<file path="src/rtl/prescaled_timer.sv">
module prescaled_timer #(
  parameter int CW    = 16,
  parameter int PSW   = 3,
  parameter int AW    = 3,
  parameter int ACC_W = 16,
  parameter int ACC_L = 8
) (
  input  logic          clk,
  input  logic          rst_n,
  input  logic          bus_wr,
  input  logic          bus_rd,
  input  logic [AW-1:0] bus_addr,
  input  logic [7:0]    bus_wdata,
  output logic [7:0]    bus_rdata,
  input  logic          acc_on,
  input  logic          acc_tick,
  input  logic [CW-1:0] cmp7,
  output logic          irq
);
  localparam int PST = (1 << PSW) - 1;
  localparam logic [AW-1:0] A_CTRL = AW'(0), A_CLK = AW'(1), A_FLAG = AW'(2),
                            A_CNTH = AW'(3), A_CNTL = AW'(4);

  logic [PST-1:0]   pcnt;
  logic [PSW-1:0]   psel_q, psel_act;
  logic             en_q, ffc_q, ie_q, mr_q, ovf_q, lo_vld;
  logic [1:0]       csel_q;
  logic [CW-1:0]    cnt_q;
  logic [7:0]       lo_buf;
  logic [ACC_W-1:0] acnt;
  logic             src_tick;

  logic [PST:0] pone;
  assign pone = ({{PST{1'b0}}, 1'b1} << psel_act) - 1'b1;
  wire [PST-1:0] pmask = pone[PST-1:0];
  wire unused_ok = ^{pone[PST], bus_wdata[7:6]};

  wire pre_tick  = (pcnt & pmask) == pmask;
  wire acc_lo    = acc_tick && (&acnt[ACC_L-1:0]);
  wire acc_all   = acc_tick && (&acnt);

  always_comb begin
    case (acc_on ? csel_q : 2'd0)
      2'd0:    src_tick = pre_tick;
      2'd1:    src_tick = acc_tick;
      2'd2:    src_tick = acc_lo;
      default: src_tick = acc_all;
    endcase
  end

  wire cnt_tick = en_q && src_tick;
  wire hit      = mr_q && (cnt_q == cmp7);
  wire wrap     = cnt_tick && !hit && (&cnt_q);
  wire cnt_acc  = (bus_rd || bus_wr) && (bus_addr == A_CNTH || bus_addr == A_CNTL);
  wire flag_clr = (bus_wr && bus_addr == A_FLAG && bus_wdata[0]) || (ffc_q && cnt_acc);
  wire rd_hi    = bus_rd && bus_addr == A_CNTH;
  wire rd_lo    = bus_rd && bus_addr == A_CNTL;

  assign irq = ovf_q & ie_q;

  always_comb begin
    case (bus_addr)
      A_CTRL:  bus_rdata = {4'b0, mr_q, ie_q, ffc_q, en_q};
      A_CLK:   bus_rdata = {2'b0, csel_q, 1'b0, psel_q};
      A_FLAG:  bus_rdata = {7'b0, ovf_q};
      A_CNTH:  bus_rdata = cnt_q[CW-1:CW-8];
      A_CNTL:  bus_rdata = lo_vld ? lo_buf : cnt_q[7:0];
      default: bus_rdata = 8'h00;
    endcase
  end

  always_ff @(posedge clk or negedge rst_n) begin
    if (!rst_n) begin
      {en_q, ffc_q, ie_q, mr_q} <= '0;
      csel_q   <= '0;
      psel_q   <= '0;
      psel_act <= '0;
      pcnt     <= '0;
      cnt_q    <= '0;
      ovf_q    <= 1'b0;
      lo_buf   <= '0;
      lo_vld   <= 1'b0;
      acnt     <= '0;
    end else begin
      if (bus_wr && bus_addr == A_CTRL) {mr_q, ie_q, ffc_q, en_q} <= bus_wdata[3:0];
      if (bus_wr && bus_addr == A_CLK) begin
        csel_q <= bus_wdata[5:4];
        psel_q <= bus_wdata[PSW-1:0];
      end
      if (en_q) pcnt <= pcnt + 1'b1;
      if (pcnt == '0) psel_act <= psel_q;
      if (acc_on && acc_tick) acnt <= acnt + 1'b1;
      if (cnt_tick) cnt_q <= hit ? '0 : cnt_q + 1'b1;
      if (wrap) ovf_q <= 1'b1;
      else if (flag_clr) ovf_q <= 1'b0;
      if (rd_hi) begin
        lo_buf <= cnt_q[7:0];
        lo_vld <= 1'b1;
      end else if (rd_lo) lo_vld <= 1'b0;
    end
  end

  assert_step_R1: assert property (@(posedge clk) disable iff (!rst_n)
    1'b1 |=> (cnt_q == $past(cnt_q) || cnt_q == $past(cnt_q) + 1'b1 || cnt_q == '0));
  assert_realign_R2: assert property (@(posedge clk) disable iff (!rst_n)
    1'b1 |=> (psel_act == $past(psel_act) || $past(pcnt) == '0));
  assert_ovf_set_R3: assert property (@(posedge clk) disable iff (!rst_n)
    (cnt_tick && (&cnt_q) && !hit) |=> ovf_q);
  assert_match_zero_R4: assert property (@(posedge clk) disable iff (!rst_n)
    (cnt_tick && hit) |=> (cnt_q == '0));
  assert_match_noovf_R4: assert property (@(posedge clk) disable iff (!rst_n)
    (cnt_tick && hit && !ovf_q) |=> !ovf_q);
  assert_irq_flag_R9: assert property (@(posedge clk) disable iff (!rst_n)
    irq |-> ovf_q);
  assert_hold_R11: assert property (@(posedge clk) disable iff (!rst_n)
    !en_q |=> (cnt_q == $past(cnt_q) && pcnt == $past(pcnt)));
endmodule

</file>
<file path="config.mk">
export PLATFORM = sky130hd
export DESIGN_NAME = prescaled_timer
export DESIGN_NICKNAME = d
export VERILOG_FILES = /design/src/rtl/prescaled_timer.sv
export SDC_FILE = /design/constraint.sdc
export NUM_CORES = 1
export LEC_CHECK = 0
export ABC_AREA = 1
export BUFFER_PORTS_ARGS = -buffer_cell sky130_fd_sc_hd__buf_4
export CAP_MARGIN = 20
export CORE_MARGIN = 8
export CORE_UTILIZATION = 35
export CTS_BUF_LIST = sky130_fd_sc_hd__clkbuf_4 sky130_fd_sc_hd__clkbuf_8 sky130_fd_sc_hd__clkbuf_16
export CTS_CLUSTER_SIZE = 28
export DETAILED_ROUTE_END_ITERATION = 10
export SKIP_LAST_GASP = 1
export SYNTH_ARGS = -nofsm -noshare
export SYNTH_HDL_FRONTEND = slang
export SYNTH_SLANG_ARGS = --single-unit
</file>
<file path="constraint.sdc">
create_clock -name clk -period 1.8 [get_ports clk]
set_clock_uncertainty 0.1 [all_clocks]
set_input_delay 0.09 -clock clk [delete_from_list [all_inputs] [get_ports clk]]
set_output_delay 0.09 -clock clk [all_outputs]
set_load 0.02 [all_outputs]
</file>
==> results.toml <==
[clock_network]
cts_made_buffers = 9
clkLatencyLatePin_ns = 0.35
htreeDepth = 3
cts.path.max_buffers = 2
clk_pin_slew_ns = 0.07
root_buffer = "clkbuf_8"
cts_tree = "done"
clock_sinks = 61

[route]
drt-pass1-iter-count = 5
drt-total-wl_microns = 8920
wl_per_cell_microns = 13.0
routed_via_density = 4.67
dr_wl_met2_microns = 4210
wl_met3_microns = 402
met1_length_microns = 4160
drc = 0
num_vias = 3209
ant_nets = 0
dr.max_layer_used = "met4"
drtIter0Drc = 240

[finish]
final_area_sq_um = 4560
stdcell_count = 687
antennaDiodeCount = 0
syn2layout_area_growth_pct = 23.9
final_cell_mix = "171 x nand2_1, 59 x dfrtp_1, 52 x buf_4"
fill_cells = 1068
nNetsFinal = 583
final_common_cell = "nand2_1"
drive_gt1_share_pct = 20.7

[power_and_ir_drop]
powerDensity_nw_per_um2 = 987
vdd.ir_drop.worst_mv = 0.562
finalPower_mw = 4.50
leakagePower_nw = 2.30

[timing]
fmax_mhz = 581
min_period_over_period_pct = 95.5
worst_pin_slew_ns = 0.794
slew_headroom_pct = 47.1
setup_violations = 0
hold_violations = 0
min_period_ns = 1.72
finalMaxSlewViolations = 0
setup_ws_ns = 0.0802

[critical_path]
cp_cell_sequence = "inv_2 -> nand2_1 -> nand2_1 -> nor2_1 -> nand2_1 -> nor2_1 -> nand3_2 -> buf_12 -> nand3_1 -> nand2_1"
crit_path_end_kind = "register"
path_buf_inv = 2
startpoint_type = "register"
required_ns = 1.95
slowest_delay_ns = 0.44
cp_max_fo = 17
path_class = "reg -> reg"
crit_arrival_ns = 1.87
path_common_cell = "nand2_1"
cp_top_family = "simple AND/OR/NAND/NOR gates"
cpMaxStageDelayCell = "dfrtp_1"

[worst_hold_path]
min_path_type = "in -> reg"

[placed_design]
placed_cells = 660
io_buffers = 39
place_area_sq_um = 4190
gp_congestion = 0.855
dp_hpwl_microns = 6540
pre_cts_ws_ns = 0.0227

[die]
initial_utilization_pct = 35.8
ioPinCount = 42
die_y_microns = 119
die-area_sq_um = 14000
num_rows = 37
fp.dieW_microns = 119
fp.coreArea_sq_um = 10300

[yosys]
synth.area.top_cells = "dfrtp_1 42%, nand2_1 17%, xor2_1 6.2%"
synth.yosys.seq_area_share_pct = 41.5
synth_cell_types = 33
syn_inst = 483
synth_top_cell_area_share_pct = 41.5
ys_warn_count = 0
synthesis.area_sq_um = 3680
synth_edf_count = 0
yosysTopAreaCell = "dfrtp_1"
ys_seq_elements = 61
syn_avg_cell_area_sq_um = 7.61
synthArstFlopShare_pct = 100
synth_nets = 520
synthFlopType = "dfrtp_1"

[global_routing]
grt-ovfl-total = 0
grt_pass1_vias = 3199
grt_max_degree = 62
track_usage_pct = 13.4
antenna_found_initial = 0
grt_pass1_wl_microns = 15500

[job]
max_cap_viol_count = 0

[outcome]
outcome = "completed"
[cell type report]
cell class	instances	area (sq um)	share of cell area (%)
multi-input combinational	351	1870	41.0
sequential	61	1530	33.6
timing repair buffer	64	541	11.9
inverter	59	221	4.86
tap	136	170	3.73
clock buffer	12	159	3.49
clock inverter	4	70.1	1.54
[flip-flops by register name (all words and copies together) (netlist names), 2 cells and up]
name      count
psel_act      3
acnt         16
psel_q        3
pcnt          7
cnt_q        16
lo_buf        8
csel_q        2
[power breakdown]
group / internal, mW / total [mW] / switching [mW] / leakage (nW)
clock: 0.866 / 1.41 / 0.548 / 0.120
sequential: 1.63 / 1.90 / 0.268 / 0.802
combinational: 0.531 / 1.19 / 0.655 / 1.38
[metal layers]
metal / global-route usage [%] / up-vias
met4: 4.51 / 0
met5: 0 / -
met3: 3.81 / 14
met1: 16.8 / 1486
met2: 21.9 / 68
li1: - / 1641
[logic make-up (layout without fill, tap and decap cells)]
family | Yosys count | after routing | share of synthesized area [%]
AOI/OAI and AO/OA | 39 | 39 | 6.02
xor gates and xnor gates | 36 | 36 | 8.57
adders and majority gates | 4 | 4 | 1.36
buffers and inverters | 71 | 139 | 8.20
DFF | 61 | 61 | 41.5
muxes | 5 | 5 | 1.53
and+or+nand+nor | 267 | 267 | 32.8
[worst register-to-register path: stages (launching register included)]
cell and delay, ns:
dfrtp_1 0.44, inv_2 0.12, nand2_1 0.08, nand2_1 0.05, nor2_1 0.09, nand2_1 0.07, nor2_1 0.21, nand3_2 0.13
buf_12 0.17, nand3_1 0.10, nand2_1 0.06
[metrics by stage]
step / TNS [ns] / utilization (%) / hold slack (ns)
floorplan: 0 / - / -0.306
global placement: 0 / 40.8 / 0.123
detailed placement: 0 / 40.8 / 0.133
CTS: 0 / 44.0 / 0.0209
global route: -0.00617 / 44.3 / 0.0582
finish: 0 / 44.3 / 0.0394
[worst paths after layout]
check,from,slack (ns),to,cells past startpoint
max,cnt_q[4],0.08,cnt_q[1],10
min,acc_tick,0.04,acnt[1],4
max reg2reg,cnt_q[4],0.08,cnt_q[1],10
min reg2reg,acnt[4],0.37,acnt[4],1
max in group asynchronous,rst_n,0.77,lo_vld,2
min in group asynchronous,rst_n,0.26,acnt[8],2
[synth_stat cells (2+ instances only)]
cell type    n
nand3_1     20
nand3_2     12
inv_1       52
inv_2        7
o211ai_1     6
a21oi_1      3
ha_1         4
nand4_1     10
nor2_2       5
nand2_4      2
clkbuf_1     2
xor2_1      26
buf_2        5
o21ai_1      2
nor2_1      35
nor3_2       4
nand2_1    171
o21ai_0     25
dfrtp_1     61
mux2_2       4
nor3_1       6
xnor2_1     10
[timing repair]
item,CTS,global route
pin swaps,0,1
endpoints found under the setup margin,2,23
hold endpoints to repair,72,0
cloned,0,0
resized for setup,2,7
hold buffers,9,0
buffers inserted,1,1
(Power assumes the default switching activity.)
